## src/rtl/bms_pkg.sv

```systemverilog
package bms_pkg;

    typedef enum logic [2:0] {
        ST_IDLE      = 3'd0,
        ST_REQUEST   = 3'd1,
        ST_WAIT_IDLE = 3'd2,
        ST_OWN_BR    = 3'd3,
        ST_OWN       = 3'd4,
        ST_RELEASE   = 3'd5
    } bms_state_e;

    typedef struct packed {
        logic req;    // bus request toward arbiter
        logic claim;  // drive grant acknowledge (active high internally)
        logic owned;  // local engine may run
    } bms_drive_t;

    localparam int unsigned BUS_IN_W = 3;
    localparam int unsigned IDX_BG    = 0;
    localparam int unsigned IDX_AS    = 1;
    localparam int unsigned IDX_BGACK = 2;

endpackage

```

## src/rtl/bms_sync.sv

```systemverilog
module bms_sync #(
    parameter int unsigned WIDTH   = 3,
    parameter int unsigned STAGES  = 2,
    parameter logic [WIDTH-1:0] RST_VAL = '0
) (
    input  logic             clk,
    input  logic             rst_n,
    input  logic [WIDTH-1:0] d_i,
    output logic [WIDTH-1:0] q_o
);
    localparam int unsigned LAST = STAGES - 1;

    logic [WIDTH-1:0] chain [STAGES];

    generate
        for (genvar s = 0; s < STAGES; s++) begin : g_stage
            if (s == 0) begin : g_first
                always_ff @(posedge clk or negedge rst_n) begin
                    if (!rst_n) chain[s] <= RST_VAL;
                    else        chain[s] <= d_i;
                end
            end else begin : g_next
                always_ff @(posedge clk or negedge rst_n) begin
                    if (!rst_n) chain[s] <= RST_VAL;
                    else        chain[s] <= chain[s-1];
                end
            end
        end
    endgenerate

    assign q_o = chain[LAST];

endmodule

```

## src/rtl/bms_fsm.sv

```systemverilog
module bms_fsm
    import bms_pkg::*;
(
    input  logic       clk,
    input  logic       rst_n,
    input  logic       req_i,
    input  logic       done_i,
    input  logic       bg_s_i,
    input  logic       as_s_i,
    input  logic       bgack_s_i,
    output bms_state_e state_o
);
    bms_state_e state_q, state_d;

    always_ff @(posedge clk or negedge rst_n) begin
        if (!rst_n) state_q <= ST_IDLE;
        else        state_q <= state_d;
    end

    always_comb begin
        state_d = state_q;
        unique case (state_q)
            ST_IDLE:      if (req_i && !bgack_s_i)  state_d = ST_REQUEST;
            ST_REQUEST:   if (bg_s_i)               state_d = ST_WAIT_IDLE;
            ST_WAIT_IDLE: if (!as_s_i && !bgack_s_i) state_d = ST_OWN_BR;
            ST_OWN_BR:    state_d = done_i ? ST_RELEASE : ST_OWN;
            ST_OWN:       if (done_i)               state_d = ST_RELEASE;
            ST_RELEASE:   if (!bgack_s_i)           state_d = ST_IDLE;
            default:      state_d = ST_IDLE;
        endcase
    end

    assign state_o = state_q;

    // a busy acknowledge on the bus keeps the sequencer parked in IDLE
    p_busy_hold_r8: assert property (@(posedge clk) disable iff (!rst_n)
        (state_q == ST_IDLE && bgack_s_i) |=> (state_q == ST_IDLE));

    // no claim while strobe or acknowledge is still seen active
    p_quiet_bus_r4: assert property (@(posedge clk) disable iff (!rst_n)
        (state_q == ST_WAIT_IDLE && (as_s_i || bgack_s_i)) |=> (state_q == ST_WAIT_IDLE));

    // done outside ownership does not move the machine out of REQUEST
    p_done_ignored_r10: assert property (@(posedge clk) disable iff (!rst_n)
        (state_q == ST_REQUEST && !bg_s_i) |=> (state_q == ST_REQUEST));

endmodule

```

## src/rtl/bms_drive.sv

```systemverilog
module bms_drive
    import bms_pkg::*;
(
    input  bms_state_e state_i,
    output bms_drive_t drv_o
);
    always_comb begin
        drv_o = '0;
        unique case (state_i)
            ST_IDLE:      drv_o = '{req: 1'b0, claim: 1'b0, owned: 1'b0};
            ST_REQUEST:   drv_o = '{req: 1'b1, claim: 1'b0, owned: 1'b0};
            ST_WAIT_IDLE: drv_o = '{req: 1'b1, claim: 1'b0, owned: 1'b0};
            ST_OWN_BR:    drv_o = '{req: 1'b1, claim: 1'b1, owned: 1'b1};
            ST_OWN:       drv_o = '{req: 1'b0, claim: 1'b1, owned: 1'b1};
            ST_RELEASE:   drv_o = '{req: 1'b0, claim: 1'b0, owned: 1'b0};
            default:      drv_o = '0;
        endcase
    end
endmodule

```

## src/rtl/bus_mastership_seq.sv

```systemverilog
module bus_mastership_seq
    import bms_pkg::*;
#(
    parameter int unsigned SYNC_STAGES = 2
) (
    input  logic clk,
    input  logic rst_n,
    input  logic xfer_req_i,
    input  logic xfer_done_i,
    input  logic bus_grant_i,
    input  logic as_n_i,
    input  logic bgack_n_i,
    output logic bus_req_o,
    output logic bgack_n_o,
    output logic owned_o
);
    logic [BUS_IN_W-1:0] bus_raw, bus_s;
    bms_state_e          state;
    bms_drive_t          drv;

    // pins converted to active-high before synchronizing
    assign bus_raw[IDX_BG]    = bus_grant_i;
    assign bus_raw[IDX_AS]    = ~as_n_i;
    assign bus_raw[IDX_BGACK] = ~bgack_n_i;

    bms_sync #(
        .WIDTH   (BUS_IN_W),
        .STAGES  (SYNC_STAGES),
        .RST_VAL ('0)
    ) u_sync (
        .clk   (clk),
        .rst_n (rst_n),
        .d_i   (bus_raw),
        .q_o   (bus_s)
    );

    bms_fsm u_fsm (
        .clk       (clk),
        .rst_n     (rst_n),
        .req_i     (xfer_req_i),
        .done_i    (xfer_done_i),
        .bg_s_i    (bus_s[IDX_BG]),
        .as_s_i    (bus_s[IDX_AS]),
        .bgack_s_i (bus_s[IDX_BGACK]),
        .state_o   (state)
    );

    bms_drive u_drive (
        .state_i (state),
        .drv_o   (drv)
    );

    assign bus_req_o = drv.req;
    assign bgack_n_o = ~drv.claim;
    assign owned_o   = drv.owned;

    // quiet outputs in reset
    always_comb begin
        if (!rst_n) p_reset_quiet_r1: assert (!bus_req_o && bgack_n_o && !owned_o);
    end

    // acknowledge only follows a request
    p_claim_after_req_r3: assert property (@(posedge clk) disable iff (!rst_n)
        $fell(bgack_n_o) |-> $past(bus_req_o));

    // owned flag matches acknowledge drive
    p_owned_match_r5: assert property (@(posedge clk) disable iff (!rst_n)
        owned_o == !bgack_n_o);

    // request withdrawn one clock after claim
    p_req_drop_r6: assert property (@(posedge clk) disable iff (!rst_n)
        $fell(bgack_n_o) |=> !bus_req_o);

    // ownership held until done, released right after
    p_hold_owned_r7: assert property (@(posedge clk) disable iff (!rst_n)
        (owned_o && !xfer_done_i) |=> owned_o);
    p_release_r7: assert property (@(posedge clk) disable iff (!rst_n)
        (owned_o && xfer_done_i) |=> (bgack_n_o && !owned_o));

endmodule

```

## config.mk

```make
export PLATFORM = sky130hd
export DESIGN_NAME = bus_mastership_seq
export DESIGN_NICKNAME = d
export VERILOG_FILES = /design/src/rtl/bms_pkg.sv /design/src/rtl/bms_sync.sv /design/src/rtl/bms_fsm.sv /design/src/rtl/bms_drive.sv /design/src/rtl/bus_mastership_seq.sv
export SDC_FILE = /design/constraint.sdc
export NUM_CORES = 1
export LEC_CHECK = 0
export BUFFER_PORTS_ARGS = -buffer_cell sky130_fd_sc_hd__buf_2
export CAP_MARGIN = 20
export CORE_AREA = 2 2 39 41
export DETAILED_ROUTE_END_ITERATION = 10
export DIE_AREA = 0 0 41 43
export GPL_ROUTABILITY_DRIVEN = 0
export SYNTH_ARGS = -nofsm -noshare
export SYNTH_HDL_FRONTEND = slang
export SYNTH_SLANG_ARGS = --single-unit
```

## constraint.sdc

```tcl
create_clock -name clk -period 1.6 [get_ports clk]
set_input_delay 0.08 -clock clk [delete_from_list [all_inputs] [get_ports clk]]
set_output_delay 0.08 -clock clk [all_outputs]
set_load 0.1 [all_outputs]
```

# == After elaboration in Yosys (flattened, before gate mapping) ==
# Cells that the tools add are included.
# word_totals
reg_bits,9
word_cells,31
out_inout_bits,3
# classes
n_reduce_logical,7
n_mux,8
bitwise,3
n_eq_ne,10
# op_table
operator,count
3-bit one-hot mux with 6 select lines,1
3-bit 2-to-1 mux,5
3-bit one-hot mux with 3 select lines,1
2-bit inequality test (second input constant),4
3-bit by 2-bit == test with 1-bit output (second input constant),2
3-bit == test (second input constant),2
5-bit AND reduction,1
3-bit by 1-bit == test with 1-bit output (second input constant),1
3-bit zero test,1
1-bit NOT,3
1-bit logical AND,2
1-bit zero test,2
2-bit by 1-bit inequality test with 1-bit output (second input constant),1
2-bit OR reduction,1
1-bit 2-to-1 mux,1

# == Logic depth before layout (Yosys ltp) ==
# logic_depth
depth_word,4
ltp_mapped,4
mapped_depth_nobuf,3

# == Modules after synthesis ==
# From an unflattened synthesis, not the netlist that was laid out.
# unflattened
cells_unflattened,33
hier_area_um2,390.4
# modules_own_cells
module,cells_each,area_each_um2,instances
bms_fsm,16,176.4,1
bms_sync,9,172.7,1
bms_drive,5,30.0,1
bus_mastership_seq,3,11.3,1

# == Least setup slack after synthesis ==
# No wires, ideal clock.
# synth_path
path_type,reg-to-output
start,reg u_fsm.state_q[2] (netlist: u_fsm.state_o[2])
end,out bgack_n_o
stages_incl_launch_ff,5
slack_ns,-0.634
t_required_ns,1.520
t_arrival_ns,2.154
n_path_buf,1
cell_sequence,dfrtp_1 buf_6 inv_1 and3_1 a21oi_1
# synth_between
elab_chain_len,4
elab_cells_between_ends,7
cone_classes,4 x eq/ne; 1 x mux; 1 x bitwise; 1 x reduce/logical
# synth_lines
item,line_no,text
"start, declared",bms_fsm.sv:13,"bms_state_e state_q, state_d;"
"start signal, assigned",bms_fsm.sv:17,else state_q <= state_d;
3-bit by 1-bit == test with 1-bit output / 3-bit by 2-bit == test with 1-bit output (equally long branches),bms_drive.sv:9,unique case (state_i)
2-bit OR reduction (no line),--,
3-bit one-hot mux with 3 select lines (*),bms_drive.sv:9,
1-bit NOT (*),bus_mastership_seq.sv:54,assign bgack_n_o = ~drv.claim;
"end, declared",bus_mastership_seq.sv:14,"output logic bgack_n_o,"
# Mark *: on every way between the ends. The rest lies on a longest branch, timed or not.

# == Final worst setup path ==
# layout_path
start,reg u_fsm.state_q[2] (netlist: u_fsm.state_o[2])
end,out owned_o
# layout_between
elab_chain_len,3
elab_cells_between_ends,6
cone_classes,4 x eq/ne; 1 x mux; 1 x reduce/logical
# layout_lines
item,line_no,text
3-bit by 1-bit == test with 1-bit output / 3-bit by 2-bit == test with 1-bit output (equally long branches),bms_drive.sv:9,
2-bit OR reduction (no line),--,
3-bit one-hot mux with 3 select lines (*),bms_drive.sv:9,
"end, declared",bus_mastership_seq.sv:15,output logic owned_o
# Marked as above.

==> impl_metrics.toml <==
[status]
status = "finished, final reports clean"

[cells_and_area]
area_delta_synth_final_pct = 42.7
antenna_cells = 0
final_cell_mix = "dfrtp_1, buf_2, inv_1, dlygate4sd3_1, clkbuf_4"
post-route-util_pct = 38.7
layout_commonest_cell = "dfrtp_1"
drive_gt1_share_pct = 39.6
layout.nets = 56

[timing]
setup-violations-final = 0
finalHoldViolCount = 0
max_freq_ghz = 0.680
period_share_pct = 91.9
fin_worst_skew_ns = 0.00198
slew_headroom_pct = 68.0
rsz0062_at_grt = "no"
worst_pin_slew_ns = 0.483
finalCriticalPeriod_ns = 1.47
final_max_slew_viol_count = 0

[placement]
place.detailed.hpwl_um = 422
portBuffers = 9

[critical_path]
cpPeakStageDelay_ns = 0.47
r2r_end = "u_fsm.state_o[2]"
startpoint = "u_fsm.state_o[2]"
crit_family = "flip-flops"
crit_end = "owned_o"
critical_path_arrival_ns = 1.39
worst_setup_path_end_kind = "output port"
cp_max_fo = 10
r2r-start = "u_fsm.state_o[2]"
ff2ff_setup_slack_ns = 0.40
cp-start-kind = "flop"
cp_cell_sequence = "inv_1 -> and3_1 -> a21o_1 -> buf_12"
r2r_cells = 3
crit_slowest_cell = "dfrtp_2"
cp.required_ns = 1.52
crit_buf_inv = 2
path_depth = 4
critical_path_class = "reg2out"

[clock_tree]
numCtsBuffers = 3
cts_sinks = 9
htreeDepth = 1
cts_buffer_depth = 2
clk_pin_slew_worst_paths_ns = 0.06
cts_tree = "yes"
root_buffer = "clkbuf_4"
worstSkewPairLatency_ns = 0.25

[yosys]
ys_seq_elements = 9
synth_fp_nets = 39
ys_warn_count = 0
netlist_instances = 32
ys_types = 17
synth_area_um2 = 375
synth-seq-area-share_pct = 60.0
synth_area_per_cell_um2 = 11.7

[floorplan]
die_y_um = 43
die_x_um = 41
io_pins = 10
start_util_pct = 27.1
fp-row-count = 14
core_um2 = 1380
design.die.area_um2 = 1760

[routing]
drc_errors = 0
wl_per_cell_um = 8.80
viasPerCell = 4.34
vias = 278
firstDrtPassIters = 2
drt_iter0_markers = 1
drt-total-wl_um = 563
antenna_left = 0

[grt]
grt_start_max_net_pins = 11
grt_pass1_vias = 247
grt-ovfl-total = 0
antenna_found_initial = 0
groute.usage.overall_pct = 8.47
grt_pass1_wl_um = 979

[worst_hold_path]
hold_class = "in2async"

[flow_run]
maxCapViolations = 0
metrics by stage:
stage / setup WS, ns / hold slack (ns) / cells / setup TNS [ns] / cell area (µm²)
2_1_floorplan: -0.0166 / -0.216 / 32 / -0.0166 / 382
4_1_cts: 0.00281 / 0.201 / 64 / 0 / 532
3_5_place_dp: 0.287 / -0.0586 / 56 / 0 / 465
6_report: 0.129 / 0.206 / 64 / 0 / 536
5_1_grt: 0.0303 / 0.231 / 64 / 0 / 536
3_3_place_gp: 0.323 / -0.0612 / 56 / 0 / 465
flip-flops by register name, indices dropped and copies added, names as in the netlist:
signal,flops
u_fsm.state_o,3
u_sync.chain,3
u_sync.q_o,3
final cells by class:
cell class / instances / area, µm²
Clock buffer: 4 / 26.3
Fill cell: 138 / 848
Inverter: 4 / 15.0
Multi-Input combinational cell: 18 / 133
Sequential cell: 9 / 226
Tap cell: 16 / 20.0
Timing Repair Buffer: 13 / 115
synth_stat cells:
| library cell | n | share of area (%) |
|---|---|---|
| a31oi_1 | 1 | 1.7 |
| buf_6 | 1 | 3.0 |
| dfrtp_1 | 9 | 60 |
| inv_1 | 4 | 4.0 |
| a211oi_1 | 1 | 2.0 |
| nor4_2 | 1 | 3.3 |
| and3_1 | 1 | 1.7 |
| nor3b_1 | 1 | 2.0 |
| a21o_1 | 1 | 2.0 |
| a21oi_1 | 3 | 4.0 |
| nor2_1 | 2 | 2.0 |
| nand2b_1 | 1 | 1.7 |
| nand2_1 | 2 | 2.0 |
| or2_2 | 1 | 1.7 |
| nand3b_1 | 1 | 2.0 |
| o2111a_1 | 1 | 3.0 |
| a221oi_2 | 1 | 4.0 |
cell families after synthesis:
family,after synthesis,synth area share (%)
simple gates,10,16.3
flops,9,60.0
compound gates,8,16.7
buf+inv,5,7.00
worst min path at each step:
stage / to / slack [ns] / cells after the start
5_1_grt: u_fsm.state_o[0] / 0.23 / 3
3_3_place_gp: u_sync.q_o[1] / -0.06 / 1
3_5_place_dp: u_fsm.state_o[2] / -0.06 / 1
4_1_cts: u_fsm.state_o[0] / 0.20 / 2
2_1_floorplan: u_fsm.state_o[0] / -0.22 / 0
6_report: u_fsm.state_o[0] / 0.21 / 2
routing by layer:
metal  GRT usage, %  up-vias  part of all wire [%]
met1           10.2      126                    48
met2           11.9        9                    44
li1               -      143                     -
met5              0        -                     0
met4           6.00        0                     0
met3           3.14        0                   7.8
what timing repair did:
action                                 CTS  global route
endpoints found under the hold margin   12             0
hold buffers                             4             0
resized for setup                        0             2
setup buffers                            0             0
setup endpoints to repair                0             2
Power is left out: the tool's default activity adds up to more than one toggle a clock period on the data nets, which glitch-free logic cannot reach.
